$ cat config.mk
export PLATFORM = sky130hd
export DESIGN_NAME = vec_remap_unit
export DESIGN_NICKNAME = d
export VERILOG_FILES = /design/src/rtl/vrm_pkg.sv /design/src/rtl/vrm_rst_sync.sv /design/src/rtl/vrm_table.sv /design/src/rtl/vrm_resolve.sv /design/src/rtl/vec_remap_unit.sv
export SDC_FILE = /design/constraint.sdc
export NUM_CORES = 1
export LEC_CHECK = 0
export ABC_AREA = 1
export BUFFER_PORTS_ARGS = -buffer_cell sky130_fd_sc_hd__buf_2
export CORE_UTILIZATION = 40
export DETAILED_ROUTE_END_ITERATION = 12
export GPL_TIMING_DRIVEN = 1
export PLACE_DENSITY = 0.6
export SLEW_MARGIN = 5
export SYNTH_ARGS = -nofsm -noshare
export SYNTH_HDL_FRONTEND = slang
export SYNTH_SLANG_ARGS = --single-unit
export TNS_END_PERCENT = 50
$ cat constraint.sdc
create_clock -name clk -period 5.7 [get_ports clk]
set_clock_uncertainty 0.1 [all_clocks]
set_input_delay 1.14 -clock clk [delete_from_list [all_inputs] [get_ports clk]]
set_output_delay 1.14 -clock clk [all_outputs]
set_load 0.005 [all_outputs]
$ cat src/rtl/vrm_pkg.sv
package vrm_pkg;
  localparam int ARCH_W = 5;
  localparam int PHYS_W = 6;
  localparam int NENT   = 1 << ARCH_W;

  typedef struct packed {
    logic              active;
    logic              isvec;
    logic [PHYS_W-1:0] target;
  } map_ent_t;
endpackage

$ cat src/rtl/vrm_rst_sync.sv
module vrm_rst_sync (
  input  logic clk,
  input  logic rst_n,
  output logic rst_n_sync
);
  logic [1:0] sync_q;

  always_ff @(posedge clk or negedge rst_n) begin
    if (!rst_n) sync_q <= 2'b00;
    else        sync_q <= {sync_q[0], 1'b1};
  end

  assign rst_n_sync = sync_q[1];
endmodule

$ cat src/rtl/vrm_table.sv
module vrm_table
  import vrm_pkg::*;
#(
  parameter int NRD = 3
) (
  input  logic                         clk,
  input  logic                         rst_n,
  input  logic                         wr_en,
  input  logic [ARCH_W-1:0]            wr_idx,
  input  map_ent_t                     wr_ent,
  input  logic [NRD-1:0][ARCH_W-1:0]   rd_idx,
  output map_ent_t [NRD-1:0]           rd_ent
);
  logic [NENT-1:0]             act_q, act_d;
  logic [NENT-1:0]             vec_q, vec_d;
  logic [NENT-1:0][PHYS_W-1:0] tgt_q, tgt_d;

  // next-state
  always_comb begin
    act_d = act_q;
    vec_d = vec_q;
    tgt_d = tgt_q;
    if (wr_en) begin
      act_d[wr_idx] = wr_ent.active;
      vec_d[wr_idx] = wr_ent.isvec;
      tgt_d[wr_idx] = wr_ent.target;
    end
  end

  // active flags carry reset; payload fields are only clock-enabled
  always_ff @(posedge clk or negedge rst_n) begin
    if (!rst_n)     act_q <= '0;
    else if (wr_en) act_q <= act_d;
  end

  always_ff @(posedge clk) begin
    if (wr_en) begin
      vec_q <= vec_d;
      tgt_q <= tgt_d;
    end
  end

  for (genvar p = 0; p < NRD; p++) begin : g_rd
    always_comb begin
      rd_ent[p].active = act_q[rd_idx[p]];
      rd_ent[p].isvec  = vec_q[rd_idx[p]];
      rd_ent[p].target = tgt_q[rd_idx[p]];
    end
  end
endmodule

$ cat src/rtl/vrm_resolve.sv
module vrm_resolve
  import vrm_pkg::*;
(
  input  logic [ARCH_W-1:0] arch,
  input  map_ent_t          ent,
  input  logic [PHYS_W-1:0] offs,
  output logic [PHYS_W-1:0] phys,
  output logic              hit,
  output logic              vec
);
  logic [PHYS_W-1:0] sum;

  always_comb begin
    sum = ent.target + offs;
    hit = ent.active;
    vec = ent.active & ent.isvec;
    if (!ent.active)    phys = {{(PHYS_W-ARCH_W){1'b0}}, arch};
    else if (ent.isvec) phys = sum;
    else                phys = ent.target;
  end
endmodule

$ cat src/rtl/vec_remap_unit.sv
module vec_remap_unit #(
  parameter int NPORT = 3,
  parameter int VLW   = 7
) (
  input  logic               clk,
  input  logic               rst_n,
  input  logic               wr_en,
  input  logic               wr_fp,
  input  logic [4:0]         wr_idx,
  input  logic               wr_active,
  input  logic               wr_isvec,
  input  logic [5:0]         wr_target,
  input  logic [NPORT-1:0]   lk_use,
  input  logic [NPORT-1:0]   lk_fp,
  input  logic [5*NPORT-1:0] lk_reg,
  input  logic [5:0]         elem_offs,
  input  logic [VLW-1:0]     vec_len,
  output logic [6*NPORT-1:0] phys_reg,
  output logic [NPORT-1:0]   lk_hit,
  output logic [NPORT-1:0]   lk_vec,
  output logic               loop_continue,
  output logic               loop_stop
);
  import vrm_pkg::*;
  localparam int NTAB = 2;

  logic                           rst_n_int;
  map_ent_t                       wr_ent;
  logic [NPORT-1:0][ARCH_W-1:0]   arch_v;
  map_ent_t [NTAB-1:0][NPORT-1:0] tab_ent;
  map_ent_t [NPORT-1:0]           sel_ent;

  vrm_rst_sync u_rst (.clk(clk), .rst_n(rst_n), .rst_n_sync(rst_n_int));

  assign wr_ent = '{active: wr_active, isvec: wr_isvec, target: wr_target};

  for (genvar p = 0; p < NPORT; p++) begin : g_unpack
    assign arch_v[p] = lk_reg[p*ARCH_W +: ARCH_W];
  end

  // table 0 = integer, table 1 = floating-point
  for (genvar t = 0; t < NTAB; t++) begin : g_tab
    logic tab_we;
    assign tab_we = wr_en & (wr_fp == 1'(t));
    vrm_table #(.NRD(NPORT)) u_tab (
      .clk    (clk),
      .rst_n  (rst_n_int),
      .wr_en  (tab_we),
      .wr_idx (wr_idx),
      .wr_ent (wr_ent),
      .rd_idx (arch_v),
      .rd_ent (tab_ent[t])
    );
  end

  for (genvar p = 0; p < NPORT; p++) begin : g_port
    assign sel_ent[p] = lk_fp[p] ? tab_ent[1][p] : tab_ent[0][p];
    vrm_resolve u_res (
      .arch (arch_v[p]),
      .ent  (sel_ent[p]),
      .offs (elem_offs),
      .phys (phys_reg[p*PHYS_W +: PHYS_W]),
      .hit  (lk_hit[p]),
      .vec  (lk_vec[p])
    );
  end

  assign loop_continue = |(lk_hit & lk_use);
  assign loop_stop     = (vec_len == '0) | ~loop_continue;
endmodule

; Word-level counts from Yosys, hierarchy flattened
; Index checks and enable logic that the tools add are counted.
; W data, S select, Z words.
[classes]
reduce_logical = 3
magnitude_cmp = 5
n_bitwise = 9
add_sub_neg = 3
muxes = 55
[op_table]
columns = op, n
row1 = $bwmux W192, 2
row2 = $bmux W6 S5, 6
row3 = $bwmux W32, 4
row4 = $mux W6, 13
row5 = $bmux W1 S5, 12
row6 = $demux W6 S5, 1
row7 = $lt A5 B6 Y1 const B, 4
row8 = $mux W8, 3
row9 = $add A6 B6 Y6, 3
row10 = $mux W1, 13
row11 = $logic_not A7 Y1, 1
row12 = $and A1 B1 Y1, 5
row13 = $demux W1 S5, 1
row14 = $ge A5 B1 Y1 const B, 1
row15 = $and A3 B3 Y3, 1
row16 = $reduce_or A3 Y1, 1
row17 = $not A1 Y1, 2
row18 = $logic_and A1 B1 Y1, 1
row19 = $or A1 B1 Y1, 1
[totals]
out_inout_bits = 26
inputBits = 51
ff_bits = 514

; Depth between registers and ports, before layout
; Gate-level depths: netlist of run 1.
[logic_depth]
word_depth = 7
mapped_depth = 23

; Cells and area by module
; Synthesis of run 1 repeated with hierarchy kept, for this count alone.
[hier_totals]
hier_cells = 4740
hier_area_um2 = 33494.6
[modules_own_cells]
columns = module, area_each_um2, cells_each, n_inst
row1 = vrm_table (g_tab[1].u_tab), 15992.8, 2226, 1
row2 = vrm_table (g_tab[0].u_tab), 15991.6, 2226, 1
row3 = vrm_resolve (g_port[0].u_res ...), 355.3, 65, 2
row4 = vec_remap_unit, 392.9, 90, 1
row5 = vrm_resolve (g_port[1].u_res), 352.8, 65, 1
row6 = vrm_rst_sync, 53.8, 3, 1

; Worst setup path before layout of run 1
; Ideal clock, no wire load.
[synth_path]
path_type = input to output
start = in lk_reg[5]
end = out phys_reg[10]
cell_stages = 23
setup_slack_ps = 1022
t_arrival_ps = 3438
required_time_ps = 4460
path_buffers = 4
cell_sequence = buf_4 -> inv_2 -> buf_8 -> buf_12 -> buf_6 -> nand2_1 -> nand3_1 -> nand3_1 -> nand2_1 -> nand2_1 -> nand3_1 -> nand3_1 -> nand2_1 -> ha_1 -> inv_1 -> fa_1 -> o21ai_0 -> a21oi_1 -> xnor2_1 -> nand3_1 -> nand2_1 -> nand2_1 -> nand2_1
[synth_via]
elab_chain_len = 6
word_cells_on_any_way = 16
[synth_lines]
columns = element, line_no
row1 = start: declaration, vec_remap_unit.sv:15  ; input logic [5*NPORT-1:0] lk_reg,
row2 = $bmux W6 S5, vrm_table.sv:47  ; rd_ent[p].target = tgt_q[rd_idx[p]];
row3 = $mux W6 (not written as such), vrm_table.sv:47
row4 = $mux W8 (*), vec_remap_unit.sv:57  ; assign sel_ent[p] = lk_fp[p] ? tab_ent[1][p] : tab_ent[0][p];
row5 = $add A6 B6 Y6, vrm_resolve.sv:14  ; sum = ent.target + offs;
row6 = $mux W6, vrm_resolve.sv:18  ; else if (ent.isvec) phys = sum;
row7 = $mux W6 (*), vrm_resolve.sv:17  ; if (!ent.active) phys = {{(PHYS_W-ARCH_W){1'b0}}, arch};
row8 = end: declaration, vec_remap_unit.sv:18  ; output logic [6*NPORT-1:0] phys_reg,
; Mark *: on every way between the ends. The rest lies on a longest branch, timed or not. The select of a mux whose other input is x is not followed.

; Worst setup path in the final report of run 1
[layout_path]
start = in lk_reg[11]
end = out phys_reg[16]
; The elaborated chain is that of the path after synthesis.

==> flow_summary.ini, run 1 <==
[cts]
clock_sinks = 514
htreeDepth = 2
cts_made_buffers = 59
ctsLongestPathBuffers = 3
cts_tree = built
cts_hold_buf = 0
cts.root.buffer_cell = clkbuf_16
clk_latency_ns = 0.66
clk_pin_slew_worst_paths_ns = 0.06

[synthesis]
syn_area_um2 = 33140
yosysWarnings = 0
synthDistinctLibCells = 35
syn_area_per_cell_um2 = 7.270
ys_seq_area_share_pct = 45.58
yosysTopAreaCell = edfxtp_1
netlist_top_cells_area = edfxtp_1 41%, nand2_1 23%, nand3_1 20%, dfrtp_1 5.0%, buf_2 2.4%
synthCells = 4558
synth-seq-cells = 514
synthesis.nets = 4627
yosysTopAreaCellShare_pct = 40.60

[detailed_routing]
final_antenna_net_count = 0
dr.pass1.iters = 6
wl_per_cell_um = 24.38
vias = 33774
drt_iter0_drc = 5283
avgViaCountPerCell = 5.967
drcViolationCount = 0
wl_mm = 138.0

[sta]
setup_ws_ns = 0.1505
period_share_pct = 97.36
hold_viol_final = 0
min_period_ns = 5.550
worstMarginPinSlew_ns = 1.209
max_freq_mhz = 180.2
setup-tns-final_ns = 0
relSlewSlack_pct = 19.09
setup_viol = 0
whs_ns = 0.1145
final_max_slew_viol_count = 0
rsz0062_at_grt = false

[global_route]
antenna_found_initial = 5
grt_use_total_pct = 32.13
grt_pass1_wl_mm = 203.7
overflow = 0
grt_pass1_vias = 30730
grt_max_degree = 67

[floorplan]
rows = 105
io_pins = 77
initial_core_util_pct = 40.42
fp.dieW_um = 289.8
dieArea_um2 = 84000
core-area_um2 = 81980
dieHeight_um = 289.8

[setup_path]
path_max_fanout = 32
critical_path_required_ns = 4.46
regToRegStartpoint = u_rst.sync_q[1]
arrival_ns = 4.31
worstSetupEndpointType = primary output
worstSetupStartpointType = input port
crit_start = lk_reg[11]
path_class = in2out

[pwr]
p_per_area_nw_per_um2 = 275.1
leakage_nw = 15.85
fin_total_pwr_mw = 10.23
peakVddDrop_mv = 0.2727

[final_layout]
layout-drive-gt1-share_pct = 8.431
final_nets = 4609
area_growth_pct = 12.20
final_common_cell = nand2_1
diodes = 0
finalInstanceArea_um2 = 37180
mostFrequentLayoutCells = 2054 x nand2_1, 1333 x nand3_1, 448 x edfxtp_1, 135 x buf_4, 75 x inv_1

[run]
cap_violations = 0

[worst_hold_path]
worstHoldPathType = reg2async

[place]
dp_hpwl_mm = 88.20
pre_cts_slack_ns = 0.2678
io_buffers = 76
dpl_cell_area_um2 = 35120
gp_congestion = 0.9565

[status]
outcome = completed
==> logic make-up after synthesis <==
logic type / synth area share, %
flops: 45.58
simple gates: 44.90
xor+xnor: 0.3172
buf+inv: 6.868
other cells: 0.01132
compound gates: 1.575
fa+ha+maj: 0.7476
==> Yosys cell counts, drive strengths merged <==
cell       n
o211ai     1
o21ai     43
nand3   1340
clkinv     1
a21o       1
nand4      3
o21a      23
a21oi     20
fa         3
edfxtp   448
clkbuf    57
conb       1
nor4       1
ha        15
xnor2      7
nor3      15
nand3b     5
buf      286
a31oi      3
xor2       5
nand2   2061
dfrtp     66
nor2      64
inv       89
==> critical path, cell delays in order <==
cell and delay (ns):
buf_6 0.27, buf_12 0.27, nand3_1 0.11, nand3_1 0.10
nand2_1 0.09, nand2_1 0.12, nand3_1 0.20, nand3_1 0.31
nand2_1 0.14, ha_1 0.24, fa_1 0.43, a21oi_1 0.14
nor2_1 0.05, nor2_1 0.10, xnor2_1 0.13, nand3_1 0.09
nand2_1 0.08, nand2_1 0.04, nand2_1 0.05, buf_2 0.10
==> what timing repair did <==
action | in CTS | in global routing
hold endpoints to repair | 0 | 0
endpoints found under the setup margin | 0 | 2
resized for setup | 0 | 2
setup buffers | 0 | 0
==> layer usage <==
layer	wire [um]	global-route usage, %
met1	55040	44.83
met2	58470	47.86
met4	7280	14.92
met3	17210	6.441
met5	14	0
==> metrics by stage <==
step	util [%]	cells
floorplan	-	4558
global placement	42.84	5549
detailed placement	42.84	5549
CTS	45.35	5660
global route	45.35	5660
finish	45.35	5660
==> final timing paths <==
kind,to,slack [ns],cells past startpoint
setup / recovery,phys_reg[16],0.15,20
hold / removal,g_tab[0].u_tab.act_q[27],0.11,0
setup reg to reg,g_tab[0].u_tab.act_q[0],4.32,1
hold reg to reg,g_tab[0].u_tab.act_q[27],0.11,0
max in group asynchronous,g_tab[0].u_tab.act_q[0],4.32,1
min in group clk,u_rst.sync_q[1],0.25,0
==> final cells by class <==
type	instances	area [um2]
Fill cell	8224	44800
Multi-Input combinational cell	3611	15760
Sequential cell	514	15110
Timing Repair Buffer	264	2549
Clock buffer	77	1615
Tap cell	1070	1339
Clock inverter	34	440.4
Inverter	90	370.4
==> power breakdown <==
| part | internal [mW] | total [mW] | switching (mW) |
|---|---|---|---|
| clock | 2.41 | 4.08 | 1.68 |
| sequential | 4.20 | 4.30 | 0.104 |
| combinational | 0.585 | 1.85 | 1.26 |
| total | 7.19 | 10.2 | 3.04 |
==> flip-flops by register name (all words and copies together) (netlist names) <==
register           count
u_rst.sync_q           2
g_tab.u_tab.act_q     64
g_tab.u_tab.tgt_q    384
g_tab.u_tab.vec_q     64
Note: power is estimated with default switching activity, not from simulation.
==> inputs of run 2 (changes only) <==
- CORE_UTILIZATION: 40 -> 35
- PLACE_DENSITY: 0.6 -> 0.55
==> run 2 against run 1 <==
Effect of this change: flip-flop and latch count stayed put; cell area is 1.3% higher; global-route usage is 2.6 points lower; critical endpoint is now phys_reg[11]; largest power group is now clock; critical path type unchanged; fmax is 1.5% higher; utilization is 5.1 points lower; sequential share of layout area is 0.53 points lower; clock power is 8.8% higher; final cell count is 3.4% higher.
==> flow_summary.ini, run 2 (synthesis gave the netlist of run 1 again) <==
[global_route]
grt_max_degree = 65
overflow = 0
grt_pass1_vias = 30875
antenna_found_initial = 5
grt_pass1_wl_mm = 209.6
grt_use_total_pct = 29.49

[setup_path]
crit_chain = buf_12, inv_8, buf_12, buf_4, nand2_1, nand3_1, nand3_1, nand2_1, nand2_1, nand3_1, nand3_1, nand2_1, ha_1, nand2_1, inv_1, nand4_1, nand3_1, xor2_1, nand3b_1, nand2_1, nand2_1, nor2_1, buf_2
cpMaxStageDelayCell = ha_1
reg2reg_slack_ns = 4.36
critical_path_required_ns = 4.46
worstSetupEndpointType = primary output
arrival_ns = 4.23
worstSetupStartpointType = input port
cp_slowest_stage_delay_ns = 0.29
path_max_fanout = 39
path_class = in2out
path_common_cell = nand2_1
regToRegStartpoint = u_rst.sync_q[1]
crit_start = lk_reg[5]
r2r-end = g_tab[0].u_tab.act_q[8]
crit_path_end = phys_reg[11]
worstRegToRegCells = 0

[detailed_routing]
vias = 33623
avgViaCountPerCell = 5.745
drt_iter0_drc = 4828
drcViolationCount = 0
final_antenna_net_count = 0
wl_per_cell_um = 24.34
wl_mm = 142.4
dr.pass1.iters = 6

[cts]
clock_sinks = 514
cts_setup_buffers = 0
cts_tree = built
cts_made_buffers = 60
cts.root.buffer_cell = clkbuf_16
clk_latency_ns = 0.66
htreeDepth = 2
clk_pin_slew_worst_paths_ns = 0.06
ctsLongestPathBuffers = 3

[floorplan]
dieArea_um2 = 95910
dieHeight_um = 309.7
rows = 112
io_pins = 77
initial_core_util_pct = 35.40
core-area_um2 = 93610
fp.dieW_um = 309.7

[sta]
max_freq_mhz = 182.8
hold_viol_final = 0
final_max_slew_viol_count = 0
worstMarginPinSlew_ns = 1.243
rsz0062_at_grt = false
setup_viol = 0
min_period_ns = 5.470
setup-tns-final_ns = 0
relSlewSlack_pct = 16.86
period_share_pct = 95.96

[final_layout]
largest_reg_flops = 384
final_common_cell = nand2_1
final_nets = 4616
n_fill_cell = 9795
layout-drive-gt1-share_pct = 8.721
reg.largest.list = g_tab.u_tab.tgt_q (384), g_tab.u_tab.act_q (64), g_tab.u_tab.vec_q (64)
largest_register = g_tab.u_tab.tgt_q
mostFrequentLayoutCells = 2055 x nand2_1, 1333 x nand3_1, 448 x edfxtp_1, 139 x buf_4, 75 x inv_1
area_growth_pct = 13.68
final_cells = 5853

[status]
outcome = completed

[pwr]
p_per_area_nw_per_um2 = 282.1
peakVddDrop_mv = 0.2401
leakage_nw = 15.97

[place]
dp_hpwl_mm = 94.75
dp.cells = 5739
io_buffers = 76
gp_congestion = 0.9640

[run]
cap_violations = 0

[worst_hold_path]
worstHoldPathType = in2async
run 2: report_power, final:
part / leakage, nW / switching, mW / internal [mW]
logic: 10.0 / 1.28 / 0.593
registers: 4.87 / 0.115 / 4.20
clock network: 1.07 / 1.74 / 2.70
total: 16.0 / 3.14 / 7.49
run 2: worst min path at each step:
stage | endpoint | slack (ns)
after floorplan | u_rst.sync_q[1] | 0.23
after global placement | u_rst.sync_q[1] | 0.24
after detailed placement | u_rst.sync_q[1] | 0.24
after CTS | u_rst.sync_q[1] | 0.13
after global routing | u_rst.sync_q[1] | 0.14
final | u_rst.sync_q[1] | 0.16
run 2: timing repair:
item,CTS,global route
setup endpoints to repair,0,1
gates resized for setup,0,1
hold buffers,0,0
run 2: through the flow:
step                setup slack [ns]  power (mW)  hold slack (ns)  instance area [um2]  utilization (%)
finish                        0.2302       10.63           0.1556                37670            40.24
global route                 0.03792       10.95           0.1438                37670            40.24
CTS                           0.2369       10.62           0.1264                37660            40.23
detailed placement            0.2416       6.202           0.2420                35420            37.84
global placement              0.1868       6.191           0.2366                35420            37.84
floorplan                      1.022       5.459           0.2312                33140                -
run 2: cell type report:
| type | instances | area (um2) | share of cell area, % |
|---|---|---|---|
| antenna | 1 | 2.502 | 0.006643 |
| clock buffer | 69 | 1565 | 4.155 |
| clock inverter | 44 | 676.9 | 1.797 |
| inverter | 90 | 367.9 | 0.9765 |
| multi-input combinational | 3611 | 15760 | 41.83 |
| sequential | 514 | 15110 | 40.11 |
| tap | 1254 | 1569 | 4.165 |
| timing repair buffer | 270 | 2624 | 6.965 |
run 2: worst max-delay path: cells and delay by family:
| family | cells | cell delay (ns) |
|---|---|---|
| buffers and inverters | 6 | 0.95 |
| adder cells (fa/ha/maj) | 1 | 0.29 |
| XOR/XNOR | 1 | 0.14 |
| AND/OR/NAND/NOR | 15 | 1.57 |
run 2: routing by layer:
metal	up-vias	GRT usage, %	routed length [um]
met5	-	0	10
met4	2	13.32	6748
met3	329	4.994	15580
met2	2160	44.75	62260
met1	15863	41.00	57850
li1	15269	-	-
